--- src/rtl/cfa_pkg.sv ---
package cfa_pkg;
  typedef enum logic [4:0] {
    OP_NOP  = 5'd0,  OP_SETC = 5'd1,  OP_CLRC = 5'd2,  OP_MOV = 5'd3,
    OP_ADD  = 5'd4,  OP_SUB  = 5'd5,  OP_AND  = 5'd6,  OP_OR  = 5'd7,
    OP_CLR  = 5'd8,  OP_NOT  = 5'd9,  OP_INC  = 5'd10, OP_DEC = 5'd11,
    OP_NEG  = 5'd12, OP_RLC  = 5'd13, OP_RRC  = 5'd14, OP_IADD = 5'd15,
    OP_SHL  = 5'd16, OP_SHR  = 5'd17, OP_LDM  = 5'd18, OP_JZ  = 5'd19
  } op_e;

  typedef struct packed {
    logic c_upd;
    logic c_val;
    logic z_upd;
    logic z_val;
  } flag_req_t;
endpackage

--- src/rtl/cfa_compute.sv ---
module cfa_compute
  import cfa_pkg::*;
#(
  parameter int W     = 32,
  parameter int IMM_W = 16
) (
  input  op_e              op,
  input  logic [W-1:0]     dst,
  input  logic [W-1:0]     src,
  input  logic [IMM_W-1:0] imm,
  input  logic             carry_in,
  output logic [W-1:0]     res,
  output logic             wr,
  output logic             c_upd,
  output logic             c_val
);
  localparam int SHW = $clog2(W);

  logic [W:0]     sum_w;
  logic [W-1:0]   imm_ext;
  logic           shift_big;
  logic [SHW-1:0] shamt;

  assign imm_ext   = W'(imm);
  assign shift_big = (32'(imm) >= 32'(W));
  assign shamt     = imm[SHW-1:0];

  always_comb begin
    res   = '0;
    wr    = 1'b1;
    c_upd = 1'b0;
    c_val = carry_in;
    sum_w = '0;
    unique case (op)
      OP_MOV:  res = src;
      OP_ADD: begin
        sum_w = {1'b0, dst} + {1'b0, src};
        res = sum_w[W-1:0]; c_upd = 1'b1; c_val = sum_w[W];
      end
      OP_SUB: begin
        sum_w = {1'b0, dst} + {1'b0, ~src} + {{W{1'b0}}, 1'b1};
        res = sum_w[W-1:0]; c_upd = 1'b1; c_val = sum_w[W];
      end
      OP_IADD: begin
        sum_w = {1'b0, dst} + {1'b0, imm_ext};
        res = sum_w[W-1:0]; c_upd = 1'b1; c_val = sum_w[W];
      end
      OP_AND:  res = dst & src;
      OP_OR:   res = dst | src;
      OP_CLR:  res = '0;
      OP_NOT:  res = ~dst;
      OP_INC:  res = dst + W'(1);
      OP_DEC:  res = dst - W'(1);
      OP_NEG:  res = W'(0) - dst;
      OP_RLC: begin
        res = {dst[W-2:0], carry_in}; c_upd = 1'b1; c_val = dst[W-1];
      end
      OP_RRC: begin
        res = {carry_in, dst[W-1:1]}; c_upd = 1'b1; c_val = dst[0];
      end
      OP_SHL:  res = shift_big ? '0 : (dst << shamt);
      OP_SHR:  res = shift_big ? '0 : (dst >> shamt);
      OP_LDM:  res = imm_ext;
      OP_SETC: begin wr = 1'b0; c_upd = 1'b1; c_val = 1'b1; end
      OP_CLRC: begin wr = 1'b0; c_upd = 1'b1; c_val = 1'b0; end
      default: wr = 1'b0;
    endcase
  end
endmodule

--- src/rtl/cfa_flags.sv ---
module cfa_flags
  import cfa_pkg::*;
(
  input  logic      clk,
  input  logic      rst,
  input  logic      we,
  input  flag_req_t req,
  output logic      carry_q,
  output logic      zero_q
);
  always_ff @(posedge clk) begin
    if (rst) begin
      carry_q <= 1'b0;
      zero_q  <= 1'b0;
    end else if (we) begin
      if (req.c_upd) carry_q <= req.c_val;
      if (req.z_upd) zero_q  <= req.z_val;
    end
  end

  AST_FLAGS_HOLD: assert property (@(posedge clk) disable iff (rst)
    !we |=> ($stable(carry_q) && $stable(zero_q)));
endmodule

--- src/rtl/cfa_alu.sv ---
module cfa_alu
  import cfa_pkg::*;
#(
  parameter int W     = 32,
  parameter int IMM_W = 16
) (
  input  logic             clk,
  input  logic             rst,
  input  logic [4:0]       op_i,
  input  logic [W-1:0]     dst_i,
  input  logic [W-1:0]     src_i,
  input  logic [IMM_W-1:0] imm_i,
  input  logic             flag_we_i,
  output logic [W-1:0]     result_o,
  output logic             wr_en_o,
  output logic             jz_taken_o,
  output logic             carry_o,
  output logic             zero_o
);
  op_e       op;
  logic [W-1:0] res_c;
  logic      wr_c, c_upd_c, c_val_c, jz_hit;
  flag_req_t freq;

  assign op = op_e'(op_i);

  cfa_compute #(.W(W), .IMM_W(IMM_W)) u_compute (
    .op(op), .dst(dst_i), .src(src_i), .imm(imm_i), .carry_in(carry_o),
    .res(res_c), .wr(wr_c), .c_upd(c_upd_c), .c_val(c_val_c)
  );

  assign jz_hit     = (op == OP_JZ) && zero_o;
  assign freq.c_upd = c_upd_c;
  assign freq.c_val = c_val_c;
  assign freq.z_upd = wr_c || jz_hit;
  assign freq.z_val = wr_c ? (res_c == '0) : 1'b0;

  cfa_flags u_flags (
    .clk(clk), .rst(rst), .we(flag_we_i), .req(freq),
    .carry_q(carry_o), .zero_q(zero_o)
  );

  always_ff @(posedge clk) begin
    if (rst) begin
      result_o   <= '0;
      wr_en_o    <= 1'b0;
      jz_taken_o <= 1'b0;
    end else begin
      result_o   <= wr_c ? res_c : '0;
      wr_en_o    <= wr_c;
      jz_taken_o <= jz_hit;
    end
  end

  AST_SETC_ONE: assert property (@(posedge clk) disable iff (rst)
    (flag_we_i && op_i == 5'd1) |=> (carry_o && !wr_en_o));
  AST_CLRC_ZERO: assert property (@(posedge clk) disable iff (rst)
    (flag_we_i && op_i == 5'd2) |=> (!carry_o && !wr_en_o));
  AST_LOGIC_KEEPS_CARRY: assert property (@(posedge clk) disable iff (rst)
    (op_i == 5'd6 || op_i == 5'd7) |=> $stable(carry_o));
  AST_JZ_CONSUMES: assert property (@(posedge clk) disable iff (rst)
    (flag_we_i && op_i == 5'd19 && zero_o) |=> (jz_taken_o && !zero_o));
  AST_NOP_QUIET: assert property (@(posedge clk) disable iff (rst)
    (op_i == 5'd0 || op_i >= 5'd20) |=>
      (!wr_en_o && $stable(carry_o) && $stable(zero_o)));
  AST_ZERO_TRACKS: assert property (@(posedge clk) disable iff (rst)
    (wr_en_o && $past(flag_we_i)) |-> (zero_o == (result_o == '0)));
  AST_QUIET_RESULT: assert property (@(posedge clk) disable iff (rst)
    !wr_en_o |-> (result_o == '0));
endmodule

--- config.mk ---
export PLATFORM = sky130hd
export DESIGN_NAME = cfa_alu
export DESIGN_NICKNAME = d
export VERILOG_FILES = /design/src/rtl/cfa_pkg.sv /design/src/rtl/cfa_compute.sv /design/src/rtl/cfa_flags.sv /design/src/rtl/cfa_alu.sv
export SDC_FILE = /design/constraint.sdc
export NUM_CORES = 1
export LEC_CHECK = 0
export BUFFER_PORTS_ARGS = -buffer_cell sky130_fd_sc_hd__buf_2
export CELL_PAD_IN_SITES_DETAIL_PLACEMENT = 1
export CELL_PAD_IN_SITES_GLOBAL_PLACEMENT = 2
export CORE_ASPECT_RATIO = 0.7
export CORE_MARGIN = 5
export CORE_UTILIZATION = 36
export DETAILED_ROUTE_END_ITERATION = 10
export GPL_ROUTABILITY_DRIVEN = 0
export PLACE_DENSITY = 0.85
export SLEW_MARGIN = 20
export SYNTH_ARGS = -nofsm -noshare
export SYNTH_HDL_FRONTEND = slang
export SYNTH_SLANG_ARGS = --single-unit
--- constraint.sdc ---
create_clock -name clk -period 5.41 [get_ports clk]
set_input_delay 0.2705 -clock clk [delete_from_list [all_inputs] [get_ports clk]]
set_output_delay 0.2705 -clock clk [all_outputs]
set_load 0.05 [all_outputs]
==> flow_metrics.tcl <==
set metrics [dict create \
    setup.worst_path.class "input port to flop" \
    cts_hold_repair.buffers 0 \
    timing.setup.tns_ns 0 \
    post_synthesis_to_final_layout_area_growth_pct 9.52 \
    overall_via_count_from_detail_route 19963 \
    cts_buffer_depth 2 \
    yosysWarnings 0 \
    global_route.usage.total 0.356 \
    grt_start_max_net_pins 45 \
    finish.instance_area_um2 16600 \
    synthesis.area_per_instance_um2 6.95 \
    die-height_um 182 \
    cts_root_buf "clkbuf_16" \
    clock.fmax_mhz 191 \
    worst_skew_pair.late_latency_ns 0.33 \
    finalCriticalPeriod_ns 5.24 \
    fp.dieArea_um2 46500 \
    postRouteAntennaNets 0 \
    cp_cell_sequence "buf_2 -> inv_1 -> ha_1 -> nand4_1 -> or4_1 -> a311oi_2 -> a21oi_1 -> and3_1 -> a2111oi_0 -> o211ai_1 -> a21oi_1 -> nand2_1 -> or2_2 -> o41ai_2" \
    setup-violations-final 0 \
    synth.cell_area_um2 15200 \
    globalRouteOverflowTotal 0 \
    fp.coreArea_um2 42000 \
    numCtsBuffers 5 \
    outcome "completed" \
    grt_antenna_before_repair 5 \
    hold_violations 0 \
    layout_worst_path_cycle_share 0.969 \
    ys_dominant_reg_cell "dfxtp_1" \
    finalWirelength_um 88500 \
    synth_top_cell_area_share 0.119 \
    postCtsResizedCells 0 \
    num_io_pins 124 \
    yosys.area.top_type "ha_1" \
    required_ns 5.63 \
    cts_tree "yes" \
    vdd.ir_drop.worst_mv 0.110 \
    synth_enable_flop_cells 0 \
    layout-drive-gt1-share 0.147 \
    synth.ff_latch_count 36 \
    worst_setup_path_startpoint "dst_i[9]" \
    worstPathArrival_ns 5.46 \
    vias_per_cell 7.14 \
    whs_ns 0.140 \
    design.final.nets 2477 \
    critical_path.endpoint_type "flop" \
    cts.repair_timing.setup_buffer_count 0 \
    critical-path-top-cell-by-count "a21oi_1" \
    drv_cap 0 \
    grt_pass1_vias 19170 \
    syn_nets 2420 \
    worst_setup_path_start_kind "input port" \
    top_fanout_value_on_the_critical_path 17 \
    mostFrequentLayoutCells "204 x nor2_1, 191 x nand2_1, 166 x a21oi_1, 144 x ha_1, 122 x buf_2" \
    finClkSkew_ns 0.0195 \
    worst-r2r-setup-slack_ns 2.51 \
    cts.clk_slew.worst_paths_ns 0.08 \
    asyncSetResetFlopFracSynth 0 \
    holdCritPathClass "input port to flop" \
    die_w_um 256 \
    floorplan.initialDensity 0.362 \
    critPathCapture "u_flags.zero_q" \
    grt_setup_unrepaired "false" \
    post-dp-hpwl_um 69500 \
    crit-reg2reg-launch "u_flags.carry_q" \
    yosysSeqAreaShare 0.0475 \
    synth_area_leaders "ha_1 12%, a21oi_1 5.5%, nor2_1 5.2%" \
    std_cell_rows 63 \
    final-max-slew-violation-count 0 \
    max-slew-margin-rel 0.236 \
    power.density_cell_area_nw_per_um2 135 \
    r2r_cells 9 \
    grt_pass1_wl_um 128000 \
    netlist_instances 2184 \
    clock_sinks 36 \
    crit_slowest_cell "a2111oi_0" \
    detail_route.iter0.violations 2820 \
    routedWlPerCell_um 31.7 \
    worst_r2r_endpoint "u_flags.zero_q" \
    layout.cells.most_common "nor2_1" \
    drc_errors 0 \
    io_buffer_count 123 \
    drt_pass1_iterations 7 \
    placed_cell_area_um2 16500 \
    max_stage_delay_ns 0.89 \
    cts-htree-levels 2 \
    tightestPinTransition_ns 1.14 \
    total_leakage_power_nw 6.85 \
    synth_cell_type_count 94 \
]
logic make-up (layout without fill, tap and decap cells):
group	Yosys count	in the layout	synth area share
AOI/OAI and AO/OA	748	748	0.346
and+or+nand+nor	759	759	0.242
xor gates and xnor gates	92	92	0.0531
buffers and inverters	276	334	0.0788
DFF	36	36	0.0475
muxes	125	125	0.109
adders and majority gates	148	148	0.124
other	0	2	0
flip-flops by register name, indices dropped and copies added (netlist names):
signal,flops
result_o,32
u_flags.carry_q,1
u_flags.zero_q,1
jz_taken_o,1
wr_en_o,1
worst min-delay path by stage:
| stage | startpoint | to | slack [ns] | depth (start not counted) |
|---|---|---|---|---|
| floorplan | rst | u_flags.carry_q | 0.34 | 1 |
| global placement | rst | u_flags.carry_q | 0.48 | 2 |
| detailed placement | rst | u_flags.carry_q | 0.48 | 2 |
| CTS | rst | u_flags.carry_q | 0.13 | 2 |
| global route | rst | u_flags.carry_q | 0.15 | 2 |
| finish | rst | u_flags.carry_q | 0.14 | 2 |
report_power, final:
| group | leakage (nW) | switching (W) | total [W] | internal (W) |
|---|---|---|---|---|
| Clock | 0.0798 | 0.000152 | 0.000370 | 0.000217 |
| Sequential | 0.293 | 0.00000413 | 0.000281 | 0.000277 |
| Combinational | 6.48 | 0.00107 | 0.00159 | 0.000519 |
synth_stat cells (11+ instances only):
cell type	instances
or3_1	14
o211ai_1	44
and3_1	27
dfxtp_1	36
nand2b_1	27
xor2_1	19
and4_1	11
nand4_1	24
nor3_1	78
inv_1	100
a21o_1	29
nor2b_1	21
o2111ai_1	11
buf_2	38
buf_1	14
o21bai_1	14
a211o_1	15
nor2_1	209
a22oi_1	33
mux2i_1	73
a21oi_1	166
mux2_2	21
a221oi_1	32
o22ai_1	34
ha_1	144
and2_1	24
o31ai_1	23
clkbuf_1	97
o221ai_1	29
o21a_1	24
nand2_1	191
nor4_1	30
a211oi_1	32
mux4_2	29
nand3_1	61
a31oi_1	28
o21ai_0	109
xnor2_1	73
critical path: cells and delay by family:
kind / cells / cell delay [ns]
AOI/OAI and AO/OA: 6 / 2.40
adders and majority gates: 1 / 0.57
buffers and inverters: 2 / 0.70
and+or+nand+nor: 5 / 1.49
per-layer routing:
layer / global-route usage / wire [um]
met3: 0.150 / 14700
met5: 0 / 23
met1: 0.495 / 36100
met2: 0.500 / 34300
met4: 0.108 / 3330
layout make-up:
class,instances,area (um^2)
diodes,2,5.00
clock inverters,3,42.5
multi-input cells,1872,13300
fillers,5375,25400
clock buffers,5,125
well taps,552,691
repair buffers,220,1360
inverters,106,398
flip-flops and latches,36,721
through the flow:
| stage | setup WS [ns] | utilization | std cells | power, W |
|---|---|---|---|---|
| floorplan | 0.427 | - | 2184 | 0.00127 |
| global placement | 0.333 | 0.392 | 2786 | 0.00176 |
| detailed placement | 0.255 | 0.392 | 2786 | 0.00179 |
| CTS | 0.552 | 0.396 | 2794 | 0.00217 |
| global route | 0.103 | 0.396 | 2794 | 0.00232 |
| finish | 0.167 | 0.396 | 2796 | 0.00224 |
Power figures use the tool's default switching activity.
